--- config.mk ---
export PLATFORM = sky130hd
export DESIGN_NAME = i2c_ctl_word_slave
export DESIGN_NICKNAME = d
export VERILOG_FILES = /design/src/rtl/i2c_wr_pkg.sv /design/src/rtl/i2c_line_sync.sv /design/src/rtl/i2c_bus_events.sv /design/src/rtl/i2c_wr_fsm.sv /design/src/rtl/i2c_ctl_word_slave.sv
export SDC_FILE = /design/constraint.sdc
export NUM_CORES = 1
export LEC_CHECK = 0
export BUFFER_PORTS_ARGS = -buffer_cell sky130_fd_sc_hd__buf_2
export CAP_MARGIN = 25
export CORE_AREA = 3 3 59 61
export DETAILED_ROUTE_END_ITERATION = 10
export DIE_AREA = 0 0 62 64
export HOLD_SLACK_MARGIN = 0.06
export PLACE_DENSITY = 0.86
export SLEW_MARGIN = 5
export SYNTH_ARGS = -nofsm -noshare
export SYNTH_HDL_FRONTEND = slang
export SYNTH_HIERARCHICAL = 1
export SYNTH_SLANG_ARGS = --single-unit
--- constraint.sdc ---
create_clock -name clk -period 4.8 [get_ports clk]
set_input_delay 0.96 -clock clk [delete_from_list [all_inputs] [get_ports clk]]
set_output_delay 0.96 -clock clk [all_outputs]
set_load 0.02 [all_outputs]
--- src/rtl/i2c_wr_pkg.sv ---
// Package: shared widths, fixed address bits and the frame state type
// for the I2C two-byte control word receiver.
package i2c_wr_pkg;

    localparam int BYTE_W   = 8;
    localparam int ADDR_W   = 7;
    localparam int WORD_W   = 2 * BYTE_W;
    localparam int CNT_W    = $clog2(BYTE_W + 1);

    // Upper six address bits; the LSB comes from the strap pin.
    localparam logic [ADDR_W-2:0] FIXED_ADDR_HI = 6'b001011;

    // Frame position of the receiver.
    typedef enum logic [2:0] {
        ST_IDLE,      // waiting for START
        ST_ADDR,      // shifting address + direction
        ST_ACK_ADDR,  // acknowledging the address
        ST_HI,        // shifting first data byte
        ST_ACK_HI,    // acknowledging first data byte
        ST_LO,        // shifting second data byte
        ST_ACK_LO,    // acknowledging second data byte
        ST_SKIP       // not addressed / surplus bytes: stay quiet
    } wr_state_t;

endpackage

--- src/rtl/i2c_line_sync.sv ---
// Module: i2c_line_sync
// Brings one asynchronous bus line into the clk domain through a chain of
// STAGES flops, and also provides the previous synchronised sample so that
// edge and condition detection can compare two consecutive samples.
// Assumes an idle bus line is high; all flops reset to 1.
module i2c_line_sync #(
    parameter int STAGES = 2
) (
    input  logic clk,
    input  logic rst_n,
    input  logic line_i,
    output logic sync_o,
    output logic prev_o
);

    logic [STAGES-1:0] chain_q;
    logic              prev_q;

    generate
        genvar g;
        for (g = 0; g < STAGES; g++) begin : g_stage
            if (g == 0) begin : g_first
                // First stage: capture the raw pad level.
                always_ff @(posedge clk) begin
                    if (!rst_n) chain_q[0] <= 1'b1;
                    else        chain_q[0] <= line_i;
                end
            end else begin : g_next
                // Later stages: settle metastability.
                always_ff @(posedge clk) begin
                    if (!rst_n) chain_q[g] <= 1'b1;
                    else        chain_q[g] <= chain_q[g-1];
                end
            end
        end
    endgenerate

    // Hold last synchronised sample for edge detection.
    always_ff @(posedge clk) begin
        if (!rst_n) prev_q <= 1'b1;
        else        prev_q <= chain_q[STAGES-1];
    end

    assign sync_o = chain_q[STAGES-1];
    assign prev_o = prev_q;

endmodule

--- src/rtl/i2c_bus_events.sv ---
// Module: i2c_bus_events
// Turns current and previous synchronised SCL/SDA samples into single-cycle
// event strobes: START, STOP, SCL rising and SCL falling.
// Assumes both inputs pairs come from i2c_line_sync with equal latency.
module i2c_bus_events (
    input  logic scl_s,
    input  logic scl_p,
    input  logic sda_s,
    input  logic sda_p,
    output logic start_o,
    output logic stop_o,
    output logic scl_rise_o,
    output logic scl_fall_o
);

    logic scl_held_high;

    // Decode bus conditions from two consecutive samples.
    always_comb begin
        scl_held_high = scl_s & scl_p;
        start_o       = scl_held_high & sda_p & ~sda_s;
        stop_o        = scl_held_high & ~sda_p & sda_s;
        scl_rise_o    = ~scl_p & scl_s;
        scl_fall_o    = scl_p & ~scl_s;
    end

endmodule

--- src/rtl/i2c_wr_fsm.sv ---
// Module: i2c_wr_fsm
// Frame engine: shifts bits on SCL rising edges, decides acknowledge at the
// SCL falling edge that ends the eighth bit, holds the pull-down through the
// ninth clock and releases it on that clock's falling edge. Data halves are
// written when their acknowledge is asserted.
// Assumes addr_sel is static (strap) and events come from i2c_bus_events.
module i2c_wr_fsm
    import i2c_wr_pkg::*;
(
    input  logic              clk,
    input  logic              rst_n,
    input  logic              start_i,
    input  logic              stop_i,
    input  logic              scl_rise_i,
    input  logic              scl_fall_i,
    input  logic              scl_s_i,
    input  logic              sda_s_i,
    input  logic              addr_sel_i,
    output logic              pull_o,
    output logic [WORD_W-1:0] word_o
);

    wr_state_t          state_q;
    logic [CNT_W-1:0]   bit_cnt_q;
    logic [BYTE_W-1:0]  shreg_q;
    logic               pull_q;
    logic [WORD_W-1:0]  word_q;

    logic [ADDR_W-1:0]  own_addr;
    logic               byte_full;
    logic               shifting;
    logic               addr_hit;

    // Address compare and byte completion flags.
    always_comb begin
        own_addr  = {FIXED_ADDR_HI, ~addr_sel_i};
        byte_full = (bit_cnt_q == CNT_W'(BYTE_W));
        shifting  = (state_q == ST_ADDR) || (state_q == ST_HI) ||
                    (state_q == ST_LO);
        addr_hit  = (shreg_q[BYTE_W-1:1] == own_addr) && (shreg_q[0] == 1'b0);
    end

    // Frame sequencing, shifting, acknowledge drive and data writes.
    always_ff @(posedge clk) begin
        if (!rst_n) begin
            state_q   <= ST_IDLE;
            bit_cnt_q <= '0;
            shreg_q   <= '0;
            pull_q    <= 1'b0;
            word_q    <= '0;
        end else if (start_i) begin
            state_q   <= ST_ADDR;
            bit_cnt_q <= '0;
            pull_q    <= 1'b0;
        end else if (stop_i) begin
            state_q   <= ST_IDLE;
            bit_cnt_q <= '0;
            pull_q    <= 1'b0;
        end else begin
            if (scl_rise_i && shifting && !byte_full) begin
                shreg_q   <= {shreg_q[BYTE_W-2:0], sda_s_i};
                bit_cnt_q <= bit_cnt_q + 1'b1;
            end
            if (scl_fall_i) begin
                unique case (state_q)
                    ST_ADDR: if (byte_full) begin
                        bit_cnt_q <= '0;
                        if (addr_hit) begin
                            pull_q  <= 1'b1;
                            state_q <= ST_ACK_ADDR;
                        end else begin
                            state_q <= ST_SKIP;
                        end
                    end
                    ST_HI: if (byte_full) begin
                        bit_cnt_q                     <= '0;
                        pull_q                        <= 1'b1;
                        word_q[WORD_W-1:BYTE_W]       <= shreg_q;
                        state_q                       <= ST_ACK_HI;
                    end
                    ST_LO: if (byte_full) begin
                        bit_cnt_q                     <= '0;
                        pull_q                        <= 1'b1;
                        word_q[BYTE_W-1:0]            <= shreg_q;
                        state_q                       <= ST_ACK_LO;
                    end
                    ST_ACK_ADDR: begin
                        pull_q  <= 1'b0;
                        state_q <= ST_HI;
                    end
                    ST_ACK_HI: begin
                        pull_q  <= 1'b0;
                        state_q <= ST_LO;
                    end
                    ST_ACK_LO: begin
                        pull_q  <= 1'b0;
                        state_q <= ST_SKIP;
                    end
                    default: ;
                endcase
            end
        end
    end

    assign pull_o = pull_q;
    assign word_o = word_q;

    // pull-down changes only after an SCL fall or a bus condition.
    assert_pull_edge_R5: assert property (@(posedge clk) disable iff (!rst_n)
        (pull_q != $past(pull_q)) |-> $past(scl_fall_i || start_i || stop_i));

    // pull-down never moves while SCL has been high for two samples.
    assert_pull_hold_R5: assert property (@(posedge clk) disable iff (!rst_n)
        (scl_s_i && $past(scl_s_i) && !$past(start_i) && !$past(stop_i))
        |-> $stable(pull_q));

    // any START restarts address reception from bit zero.
    assert_restart_R9: assert property (@(posedge clk) disable iff (!rst_n)
        start_i |=> (state_q == ST_ADDR) && (bit_cnt_q == '0) && !pull_q);

    // STOP returns to idle with SDA released.
    assert_stop_idle_R2: assert property (@(posedge clk) disable iff (!rst_n)
        stop_i |=> (state_q == ST_IDLE) && !pull_q);

    // control word changes only together with a fresh acknowledge.
    assert_word_at_ack_R6: assert property (@(posedge clk) disable iff (!rst_n)
        (word_q != $past(word_q)) |-> (pull_q && !$past(pull_q)));

    // a skipped frame never drives SDA.
    assert_skip_quiet_R4: assert property (@(posedge clk) disable iff (!rst_n)
        (state_q == ST_SKIP) |-> !pull_q);

endmodule

--- src/rtl/i2c_ctl_word_slave.sv ---
// Module: i2c_ctl_word_slave (top)
// Receive-only I2C target writing a 16-bit control word from a two-byte
// write transfer. Synchronises SCL/SDA, detects bus events, and runs the
// frame engine. sda_pull_o is an open-drain enable (1 = drive SDA low).
// Assumes clk oversamples SCL so each SCL phase spans several clk cycles.
module i2c_ctl_word_slave
    import i2c_wr_pkg::*;
#(
    parameter int SYNC_STAGES = 2
) (
    input  logic              clk,
    input  logic              rst_n,
    input  logic              scl_i,
    input  logic              sda_i,
    input  logic              addr_pin_i,
    output logic              sda_pull_o,
    output logic [WORD_W-1:0] ctrl_word_o
);

    logic scl_s, scl_p, sda_s, sda_p;
    logic ev_start, ev_stop, ev_rise, ev_fall;

    i2c_line_sync #(.STAGES(SYNC_STAGES)) u_scl_sync (
        .clk    (clk),
        .rst_n  (rst_n),
        .line_i (scl_i),
        .sync_o (scl_s),
        .prev_o (scl_p)
    );

    i2c_line_sync #(.STAGES(SYNC_STAGES)) u_sda_sync (
        .clk    (clk),
        .rst_n  (rst_n),
        .line_i (sda_i),
        .sync_o (sda_s),
        .prev_o (sda_p)
    );

    i2c_bus_events u_events (
        .scl_s      (scl_s),
        .scl_p      (scl_p),
        .sda_s      (sda_s),
        .sda_p      (sda_p),
        .start_o    (ev_start),
        .stop_o     (ev_stop),
        .scl_rise_o (ev_rise),
        .scl_fall_o (ev_fall)
    );

    i2c_wr_fsm u_fsm (
        .clk        (clk),
        .rst_n      (rst_n),
        .start_i    (ev_start),
        .stop_i     (ev_stop),
        .scl_rise_i (ev_rise),
        .scl_fall_i (ev_fall),
        .scl_s_i    (scl_s),
        .sda_s_i    (sda_s),
        .addr_sel_i (addr_pin_i),
        .pull_o     (sda_pull_o),
        .word_o     (ctrl_word_o)
    );

endmodule

Yosys cells after proc, flatten, opt, wreduce, memory -nomap -nowiden
Cells that the tools add are included.
{ "word_totals": {"in_bits": 5, "out_inout_bits": 17, "ff_bits": 38, "wordCells": 82} }
{ "op_classes": {"n_eq_ne": 16, "bitwise_logic": 16, "n_reduce_logical": 20, "add_sub_neg": 1, "n_mux": 16} }
{ "op_table": {"columns": ["cell", "n"], "rows": [
  ["$reduce_and 5->1", 5],
  ["$pmux 3 s6", 1],
  ["$mux 4", 4],
  ["$mux 3", 4],
  ["$ne 4x3->1 const B", 3],
  ["$ne 2x1->1 const B", 5],
  ["$eq 3x3->1 const B", 3],
  ["$not 1->1", 9],
  ["$reduce_or 3->1", 3],
  ["$reduce_bool 8->1", 1],
  ["$and 1x1->1", 7],
  ["$eq 7x5->1", 1],
  ["$eq 3x2->1 const B", 2],
  ["$mux 1", 6],
  ["$reduce_bool 3->1", 2],
  ["$reduce_bool 6->1", 1],
  ["$add 4x1->4 const B", 1],
  ["$eq 4x4->1 const B", 1],
  ["$eq 3x1->1 const B", 1],
  ["$logic_and 1x1->1", 3],
  ["$pmux 1 s3", 1],
  ["$reduce_and 3->1", 1],
  ["$logic_or 1x1->1", 2],
  ["$reduce_or 2->1", 1],
  ["$logic_not 1->1", 1]
]} }

Depth between registers and ports, before layout
Gate-level depths: netlist (run 1).
{ "logic_depth": {"ltp_word": 9, "depth_mapped": 7, "depth_no_buf": 6} }

Modules after synthesis
The synthesis (run 1) kept the hierarchy.
{ "by_module_without_submodules": {"columns": ["module", "n_inst", "area_each_um2", "seq_area_each_um2", "cells_per_inst"], "rows": [
  ["i2c_wr_fsm", 1, 1427.6, 640.6, 152],
  ["i2c_line_sync", 2, 78.8, 60.1, 6],
  ["i2c_bus_events", 1, 32.5, 0.0, 4]
]} }

Worst setup path after synthesis (run 1)
Ideal clock, no wire load.
{ "synth_timing": {"path_kind": "input -> register", "startpoint": "in addr_pin_i", "endpoint": "reg u_fsm.state_q[0]", "setup_time_ns": 0.127, "stages": 4, "arrival_ns": 1.794, "slack_ns": 2.879, "required_ns": 4.673, "cell_sequence": "xnor2_1 > or4_1 > o21ai_0 > o211ai_1"} }
{ "synth_between": {"elab_chain_cells": 9} }
{ "synth_lines": {"columns": ["element", "line", "source"], "rows": [
  ["start: declaration", "i2c_ctl_word_slave.sv:15", "input logic addr_pin_i,"],
  ["$not 1->1", "i2c_wr_fsm.sv:36", "own_addr = {FIXED_ADDR_HI, ~addr_sel_i};"],
  ["$eq 7x5->1", "i2c_wr_fsm.sv:40", "addr_hit = (shreg_q[BYTE_W-1:1] == own_addr) && (shreg_q[0] == 1'b0);"],
  ["$logic_and 1x1->1", "i2c_wr_fsm.sv:40", null],
  ["$mux 3", "i2c_wr_fsm.sv:68", "if (addr_hit) begin"],
  ["$mux 3", "i2c_wr_fsm.sv:66", "ST_ADDR: if (byte_full) begin"],
  ["$pmux 3 s6", "i2c_wr_fsm.sv:65", "unique case (state_q)"],
  ["$mux 1", "i2c_wr_fsm.sv:64", "if (scl_fall_i) begin"],
  ["$mux 1", "i2c_wr_fsm.sv:55", "end else if (stop_i) begin"],
  ["$mux 1", "i2c_wr_fsm.sv:51", "end else if (start_i) begin"],
  ["end signal: assignment", "i2c_wr_fsm.sv:52", "state_q <= ST_ADDR;"],
  ["end signal: assignment", "i2c_wr_fsm.sv:56", "state_q <= ST_IDLE;"],
  ["end signal: assignment", "i2c_wr_fsm.sv:70", "state_q <= ST_ACK_ADDR;"],
  ["end: declaration", "i2c_wr_fsm.sv:23", "wr_state_t state_q;"]
]} }
Every way passes these cells. The select of a mux whose other input is x is not followed.
A chain may end at the register's enable or synchronous reset.

Worst setup path in the final report (run 1)
{ "layout_timing": {"startpoint": "reg u_sda_sync.chain_q[1] (netlist: u_sda_sync/sync_o)", "endpoint": "reg u_fsm.word_q[0] (netlist: u_fsm/word_o[0])"} }
{ "layout_between": {"elab_chain_cells": 4, "word_cells_on_any_way": 6, "cone_classes": "bitwise: 5; reduce/logical: 1"} }
{ "layout_lines": {"columns": ["element", "line", "source"], "rows": [
  ["start: declaration", "i2c_line_sync.sv:16", "logic [STAGES-1:0] chain_q;"],
  ["start signal: indexed assignment", "i2c_line_sync.sv:32", "else chain_q[g] <= chain_q[g-1];"],
  ["$not 1->1", "i2c_bus_events.sv:21", "start_o = scl_held_high & sda_p & ~sda_s;"],
  ["$and 1x1->1", "i2c_bus_events.sv:21", null],
  ["named net ev_start", "i2c_ctl_word_slave.sv:21", "logic ev_start, ev_stop, ev_rise, ev_fall;"],
  ["$not 1->1 (no line)", null, null],
  ["$reduce_and 5->1 (no line)", null, null],
  ["end signal: indexed assignment", "i2c_wr_fsm.sv:78", "word_q[WORD_W-1:BYTE_W] <= shreg_q;"],
  ["end signal: indexed assignment", "i2c_wr_fsm.sv:84", "word_q[BYTE_W-1:0] <= shreg_q;"],
  ["end: declaration", "i2c_wr_fsm.sv:27", "logic [WORD_W-1:0] word_q;"]
]} }
The timed path passes the listed nets, and every way through them passes these cells.

==> results of run 1 <==
[sequential cells by signal, summed over array words and instances (netlist names), 3 cells and up]
register,flops
u_fsm/bit_cnt_q,4
u_fsm/shreg_q,8
u_fsm/state_q,3
u_fsm/word_o,16
[cell usage in the layout (no fill, tap or decap), drive strengths merged, types with 2 or more instances in the layout]
cell / n
ha: 2
nand3: 9
xnor2: 3
mux2i: 18
a21oi: 4
nand2b: 7
nor3: 4
and3: 2
nor2: 9
buf: 21
and4b: 2
nand2: 14
nor2b: 18
o21ai: 10
clkbuf: 8
inv: 4
or4b: 2
dfxtp: 38
[area by class of cell]
cell class	count	area [sq um]	area share, %
Multi-Input combinational cell	119	818	44.9
Sequential cell	38	761	41.8
Timing Repair Buffer	22	113	6.18
Clock buffer	7	55.1	3.02
Tap cell	44	55.1	3.02
Inverter	4	15.0	0.824
Clock inverter	1	5.00	0.275
[power by group through the flow]
| stage | combinational (mW) | clock [mW] | sequential [mW] |
|---|---|---|---|
| floorplan | 0.0125 | 0 | 0.326 |
| global placement | 0.0162 | 0 | 0.327 |
| detailed placement | 0.0165 | 0 | 0.327 |
| CTS | 0.0165 | 0.179 | 0.320 |
| global route | 0.0183 | 0.193 | 0.320 |
| finish | 0.0165 | 0.173 | 0.320 |
[worst paths after layout]
kind | cells after the start | from | to | slack [ps]
worst max register to register | 5 | u_sda_sync/sync_o | u_fsm/word_o[0] | 2810
worst max-delay path | 5 | u_sda_sync/sync_o | u_fsm/word_o[0] | 2810
worst min register to register | 1 | u_scl_sync/chain_q[0] | u_scl_sync/sync_o | 420
worst min-delay path | 1 | u_scl_sync/chain_q[0] | u_scl_sync/sync_o | 420
[cells in the mapped netlist]
cell type,number
nor2b_1,18
and2_2,1
nand3b_1,1
nor3_4,1
clkbuf_1,4
or4b_4,1
a21o_1,1
nand2b_1,7
mux2i_1,18
and3b_1,1
nand2_1,14
and4b_1,2
and3_1,2
or4_1,1
or3b_2,1
a21oi_1,4
inv_1,4
xnor2_1,3
or4b_1,1
xor2_1,1
nand3_1,9
nor4b_1,1
o21ai_0,10
o211ai_1,1
nor3_1,3
nand4b_1,1
a22oi_1,1
ha_1,2
nor4_4,1
nor2_1,9
buf_2,3
nand4_1,1
a221o_1,1
a211o_1,1
dfxtp_1,38
[cells by family after synthesis]
group	Yosys count
multiplexers	18
AND/OR/NAND/NOR	76
adder cells (fa/ha/maj)	2
XOR/XNOR	4
buffers and inverters	11
AO/OA/AOI/OAI	19
flip-flops	38
[per-layer routing]
metal | share of wire [%] | vias up
li1 | - | 625
met1 | 48 | 563
met2 | 46 | 24
met3 | 4.6 | 7
met4 | 2.0 | 0
met5 | 0 | -
[worst max-delay path, cell delays in order, from the launching register on]
cell     delay, ps
dfxtp_1        380
and4b_1        250
or4b_4         510
nor3_4         420
mux2i_1        260
nor2b_1         70
==> results.yml, run 1 <==
final_layout:
  antenna_cells: 0
  num-fill-cells: 259
  fin_nets: 197
  final_cells: 235
  syn_to_final_growth_pct: 12.6
  final_core_util_pct: 60.2
  drive_gt1_share_pct: 18.3
  final_area_sq_um: 1820
worst_hold_path:
  hp-class: "reg2reg"
cts:
  cts_buffer_depth: 2
  cts_sinks: 38
  cts.clk_slew.worst_paths_ps: 110
  tritoncts: "done"
  clock_latency_ps: 350
  post_cts_resize_count: 0
  numCtsBuffers: 5
  postCtsSetupRepairBufs: 0
  cts_htree_levels: 2
  ctsHoldBuffers: 0
  cts_root_buffer: "clkbuf_4"
global_route:
  grtUsageMet3_pct: 6.67
  grt_antenna_before_repair: 0
  grtUsageMet2_pct: 23.8
  grt_pass1_wl_microns: 5120
  grt_usage_pct: 17.4
  busiest_layer: "met1"
  grtUsageMet1_pct: 24.2
  grt_start_max_net_pins: 42
  grt.overflow.total: 0
  first_global_vias: 1100
synthesis:
  syn_nets: 175
  muxShareOfSynthArea_pct: 11.1
  syn-cell-area_sq_um: 1620
  yosys_warnings: 6
  synth_area_per_cell_sq_um: 9.63
  synth_top_family_by_area: "simple AND/OR/NAND/NOR gates"
  synth_top_cell_by_area: "dfxtp_1"
  synthTopCellsByArea: "dfxtp_1, mux2i_1, nor2b_1, nand2_1, o21ai_0"
  ys_seq_elements: 38
  syn_inst: 168
  synthSimpleGateAreaFrac_pct: 28.5
  synth_cell_types: 35
  synthAdderAreaFrac_pct: 1.55
  synth_top_area_share_pct: 47.0
  synth_compound_gate_area_share_pct: 6.88
  seq_area_frac_synth_pct: 47.0
  synth_xor_area_share_pct: 2.17
routing:
  drc_errors: 0
  wl_per_cell_microns: 12.3
  drt_iter0_markers: 61
  routed_via_density: 5.19
  vias: 1219
  routed_wl_microns: 2880
  antenna_left: 0
  detail_route.first_pass.iterations: 4
setup_path:
  criticalPathCategory: "reg2reg"
  cp.arrival_ps: 2230
  cp_max_fo: 8
  critPathLaunchType: "register"
  cp_data_required_time_ps: 5040
  cp-end-kind: "register"
sta:
  slew_violations: 0
  holdWs_ps: 420
  worst_pin_slew_ps: 696
  fin_ws_ps: 2810
  relSlewSlack_pct: 53.3
  post-route-period-util_pct: 41.4
  hold_viol: 0
  period_needed_ps: 1990
  finalClockSkew_ps: 7.18
  tns_ps: 0
  setup_viol: 0
  clock.fmax_ghz: 0.503
  grt_setup_unrepaired: "false"
place:
  place_congestion: 0.758
  dp.cells: 226
  dpl_worst_slack_ps: 2610
  placed_area_sq_um: 1750
  io_buffer_count: 21
  dpl.hpwl_microns: 2030
power:
  finalPower_uw: 509
  p_comb_share_pct: 3.2
  p_int_uw: 396
  p_sw_share_pct: 22.2
  power_density_nw_per_um2: 279
  leakage_nw: 0.681
  p_seq_share_pct: 62.8
  p_sw_uw: 113
  clockPowerShare_pct: 33.9
  ir_drop_uv: 236
floorplanning:
  die_y_microns: 64
  floorplan.die_area_sq_um: 3970
  start_util_pct: 53.4
  ioPinCount: 22
  fp-row-count: 20
  core_region_area_sq_um: 3030
  die_w_microns: 62
status:
  status: "complete, no violations"
run:
  cap_violations: 0
(Power assumes the default switching activity.)
==> inputs of run 2 (changes only) <==
==> constraint.sdc (replaced) <==
create_clock -name clk -period 1.84 [get_ports clk]
set_input_delay 0.368 -clock clk [delete_from_list [all_inputs] [get_ports clk]]
set_output_delay 0.368 -clock clk [all_outputs]
set_load 0.02 [all_outputs]
==> results.yml, run 2 (synthesis results as in run 1) <==
cts:
  ctsHoldBuffers: 0
  cts_htree_levels: 2
  tritoncts: "done"
  cts_sinks: 38
  cts_buffer_depth: 2
  post_cts_resize_count: 0
  cts_root_buffer: "clkbuf_4"
  postCtsSetupRepairBufs: 0
  clock_latency_ps: 350
  cts.clk_slew.worst_paths_ps: 110
  numCtsBuffers: 5
final_layout:
  final_cell_mix: "dfxtp_1, buf_2, nor2b_1, mux2i_1, nand2_1"
  layout_commonest_cell: "dfxtp_1"
  final_area_sq_um: 1970
  syn_to_final_growth_pct: 21.7
  drive_gt1_share_pct: 24.5
  antenna_cells: 0
  fin_nets: 206
  largest_reg_flops: 16
routing:
  antenna_left: 0
  drt_iter0_markers: 55
  detail_route.first_pass.iterations: 4
  routed_via_density: 5.20
  vias: 1269
  routed_wl_microns: 3090
  wl_per_cell_microns: 12.7
  drc_errors: 0
setup_path:
  cp-end-kind: "register"
  cp_data_required_time_ps: 2090
  critPathLaunchType: "register"
  criticalPathCategory: "reg2reg"
  cp_max_fo: 8
  cp.arrival_ps: 2050
sta:
  fin_ws_ps: 42.2
  tns_ps: 0
  period_needed_ps: 1800
  hold_viol: 0
  holdWs_ps: 195
  grt_setup_unrepaired: "true"
  relSlewSlack_pct: 73.3
  finalClockSkew_ps: 10.2
  clock.fmax_ghz: 0.556
  post-route-period-util_pct: 97.7
  slew_violations: 0
  worst_pin_slew_ps: 399
  setup_viol: 0
power:
  p_seq_share_pct: 52.6
  finalPower_mw: 1.59
  p_comb_share_pct: 2.9
  leakage_nw: 0.756
  clockPowerShare_pct: 44.5
  p_sw_share_pct: 19.6
  power_density_nw_per_um2: 806
  p_sw_uw: 312
  p_int_mw: 1.27
  ir_drop_uv: 617
floorplanning:
  ioPinCount: 22
  die_w_microns: 62
  floorplan.die_area_sq_um: 3970
  die_y_microns: 64
  fp-row-count: 20
  start_util_pct: 53.4
  core_region_area_sq_um: 3030
global_route:
  grt_usage_pct: 18.6
  first_global_vias: 1251
  grt_pass1_wl_microns: 5540
  grt_start_max_net_pins: 39
  grt.overflow.total: 0
  grt_antenna_before_repair: 0
place:
  io_buffer_count: 21
  dpl.hpwl_microns: 2250
  dpl_worst_slack_ps: 43.1
  place_congestion: 0.823
  placed_area_sq_um: 1850
status:
  status: "complete, no violations"
worst_hold_path:
  hp-class: "in2reg"
run:
  cap_violations: 0
==> run 2: changes by cell type in the layout (fill, tap and decap cells not counted), moves of 2 or more <==
cell,change
buf_4,+8
dfxtp_2,+3
dfxtp_1,-3
bufinv_16,+2
buf_12,+2
==> run 2: final timing paths <==
kind	start	to	slack [ps]	cells past startpoint
setup / recovery	u_scl_sync/sync_o	u_fsm/word_o[7]	40	6
hold / removal	scl_i	u_scl_sync/chain_q[0]	190	2
hold reg to reg	u_scl_sync/chain_q[0]	u_scl_sync/sync_o	430	1
setup reg to reg	u_scl_sync/sync_o	u_fsm/word_o[7]	40	6
==> run 2: final cells by class <==
cell class | count | area, sq um
fillers | 258 | 1060
multi-input cells | 119 | 822
flip-flops and latches | 38 | 764
repair buffers | 31 | 205
clock inverters | 3 | 68.8
well taps | 44 | 55.1
clock buffers | 5 | 37.5
inverters | 4 | 15.0
==> run 2: per-layer routing <==
metal	share of wire, %	global-route usage, %	wire (microns)
met1	45	23.3	1380
met2	46	27.2	1440
met3	5.9	7.47	182
met4	2.9	9.02	91
met5	0	0	0
==> run 2: power groups by stage <==
stage | registers (mW) | clock network (mW) | logic [mW]
CTS | 0.834 | 0.724 | 0.0452
global route | 0.836 | 0.767 | 0.0509
finish | 0.834 | 0.706 | 0.0458
floorplan | 0.851 | 0 | 0.0327
global placement | 0.852 | 0 | 0.0447
detailed placement | 0.853 | 0 | 0.0449
==> run 2: worst max-delay path, cell delays in order, from the launching register on <==
cell and delay, ps:
dfxtp_2 350, and4b_1 240, or4b_4 530, nor3_4 170, buf_12 160, mux2i_1 180, nor2b_1 60
==> run 2: per-stage QoR <==
| stage | std cells | utilization (%) |
|---|---|---|
| after detailed placement | 236 | 61.2 |
| after floorplan | 168 | - |
| after CTS | 244 | 64.8 |
| final | 244 | 65.0 |
| after global routing | 244 | 65.0 |
| after global placement | 236 | 61.2 |
==> inputs of run 3 (changes only) <==
--- a/config.mk
+++ b/config.mk
@@ -7,9 +7,9 @@
 export LEC_CHECK = 0
 export BUFFER_PORTS_ARGS = -buffer_cell sky130_fd_sc_hd__buf_2
 export CAP_MARGIN = 25
-export CORE_AREA = 3 3 59 61
+export CORE_AREA = 2 2 58 60
 export DETAILED_ROUTE_END_ITERATION = 10
-export DIE_AREA = 0 0 62 64
+export DIE_AREA = 0 0 60 62
 export HOLD_SLACK_MARGIN = 0.06
 export PLACE_DENSITY = 0.86
 export SLEW_MARGIN = 5
==> results.yml, run 3 (synthesis results as in run 1) <==
routing:
  detail_route.first_pass.iterations: 4
  routed_via_density: 5.15
  drc_errors: 0
  routed_wl_microns: 3180
  wl_per_cell_microns: 12.9
  antenna_left: 0
  vias: 1271
  drt_iter0_markers: 64
sta:
  slew_violations: 0
  hold_viol: 0
  worst_pin_slew_ps: 354
  relSlewSlack_pct: 76.2
  grt_setup_unrepaired: "true"
  finalClockSkew_ps: 6.83
  clock.fmax_ghz: 0.554
  tns_ps: 0
  post-route-period-util_pct: 98.1
  setup_viol: 0
  period_needed_ps: 1800
  holdWs_ps: 197
final_layout:
  syn_to_final_growth_pct: 24.2
  drive_gt1_share_pct: 27.9
  antenna_cells: 0
  largest_reg_flops: 16
  final_cell_mix: "dfxtp_1, buf_2, nor2b_1, mux2i_1, nand2_1"
  fin_nets: 207
  layout_commonest_cell: "dfxtp_1"
global_route:
  grt.overflow.total: 0
  grt_antenna_before_repair: 0
  grt_pass1_wl_microns: 5190
  grt_usage_pct: 19.3
  grt_start_max_net_pins: 38
  first_global_vias: 1177
power:
  p_seq_share_pct: 51.3
  power_density_nw_per_um2: 808
  ir_drop_uv: 557
  p_comb_share_pct: 2.9
  leakage_nw: 0.773
  p_sw_share_pct: 19.3
  clockPowerShare_pct: 45.8
  p_sw_uw: 314
  p_int_mw: 1.31
cts:
  cts_sinks: 38
  numCtsBuffers: 5
  tritoncts: "done"
  cts_root_buffer: "clkbuf_4"
  clock_latency_ps: 350
  cts_htree_levels: 2
  cts.clk_slew.worst_paths_ps: 110
  ctsHoldBuffers: 0
  cts_buffer_depth: 2
setup_path:
  criticalPathCategory: "reg2reg"
  critPathLaunchType: "register"
  cp.arrival_ps: 2050
  cp_max_fo: 8
  cp-end-kind: "register"
  cp_data_required_time_ps: 2090
place:
  place_congestion: 0.766
  dpl.hpwl_microns: 2230
  io_buffer_count: 21
floorplanning:
  fp-row-count: 21
  die_w_microns: 60
  ioPinCount: 22
  die_y_microns: 62
  start_util_pct: 50.9
  core_region_area_sq_um: 3180
  floorplan.die_area_sq_um: 3720
worst_hold_path:
  hp-class: "in2reg"
run:
  cap_violations: 0
status:
  status: "complete, no violations"
==> run 3: cell count changes in the layout (fill, tap and decap cells not counted), sizes merged <==
cell / delta
buf: +1
clkinv: -1
clkbuf: +1
==> run 3: final timing paths <==
| check | startpoint | end | slack (ps) | cells past startpoint |
|---|---|---|---|---|
| setup / recovery | u_scl_sync/sync_o | u_fsm/word_o[6] | 40 | 6 |
| hold / removal | scl_i | u_scl_sync/chain_q[0] | 200 | 2 |
| setup reg to reg | u_scl_sync/sync_o | u_fsm/word_o[6] | 40 | 6 |
| hold reg to reg | u_scl_sync/chain_q[0] | u_scl_sync/sync_o | 420 | 1 |
==> run 3: timing repair <==
action / 4_1_cts / 5_1_grt
resized for setup: 1 / 13
pin swaps: 0 / 2
setup endpoints to repair: 2 / 26
buffers inserted: 0 / 2
==> run 3: layout make-up <==
cell class                 count  area (sq um)
fill                         269          1170
clock inverter                 2          60.1
inverter                       4          15.0
timing repair buffer          32           216
multi-input combinational    119           838
tap                           46          57.6
clock buffer                   6          51.3
sequential                    38           771
==> run 3: per-layer routing <==
| layer | wire (microns) | up-vias | track usage (%) |
|---|---|---|---|
| met5 | 0 | - | 0 |
| met4 | 76 | 0 | 11.4 |
| met3 | 157 | 7 | 4.55 |
| met2 | 1570 | 32 | 32.8 |
| met1 | 1380 | 588 | 22.4 |
| li1 | - | 644 | - |
==> run 3: metrics by stage <==
step                      power (mW)  worst slack [ps]  cells  util [%]  instance area, sq um
after floorplan                0.884              53.1    168         -                  1620
after global placement         0.897              32.8    237      58.2                  1850
after detailed placement       0.898             -29.9    237      58.2                  1850
after CTS                       1.63              1.15    245      61.8                  1960
after global routing            1.67             -71.7    247      63.2                  2010
final                           1.62              35.4    247      63.2                  2010
==> run 3: critical path, cell delays in order (launching register included) <==
cell	delay, ps
dfxtp_2	350
and4b_1	230
or4b_4	530
nor3_4	170
buf_12	160
mux2i_1	200
nor2b_1	60
==> run 3: power groups by stage <==
stage               clock [mW]  combinational, mW  sequential (mW)
global placement             0             0.0452            0.852
detailed placement           0             0.0457            0.852
CTS                      0.752             0.0460            0.834
floorplan                    0             0.0327            0.851
finish                   0.743             0.0473            0.833
global route             0.785             0.0522            0.834
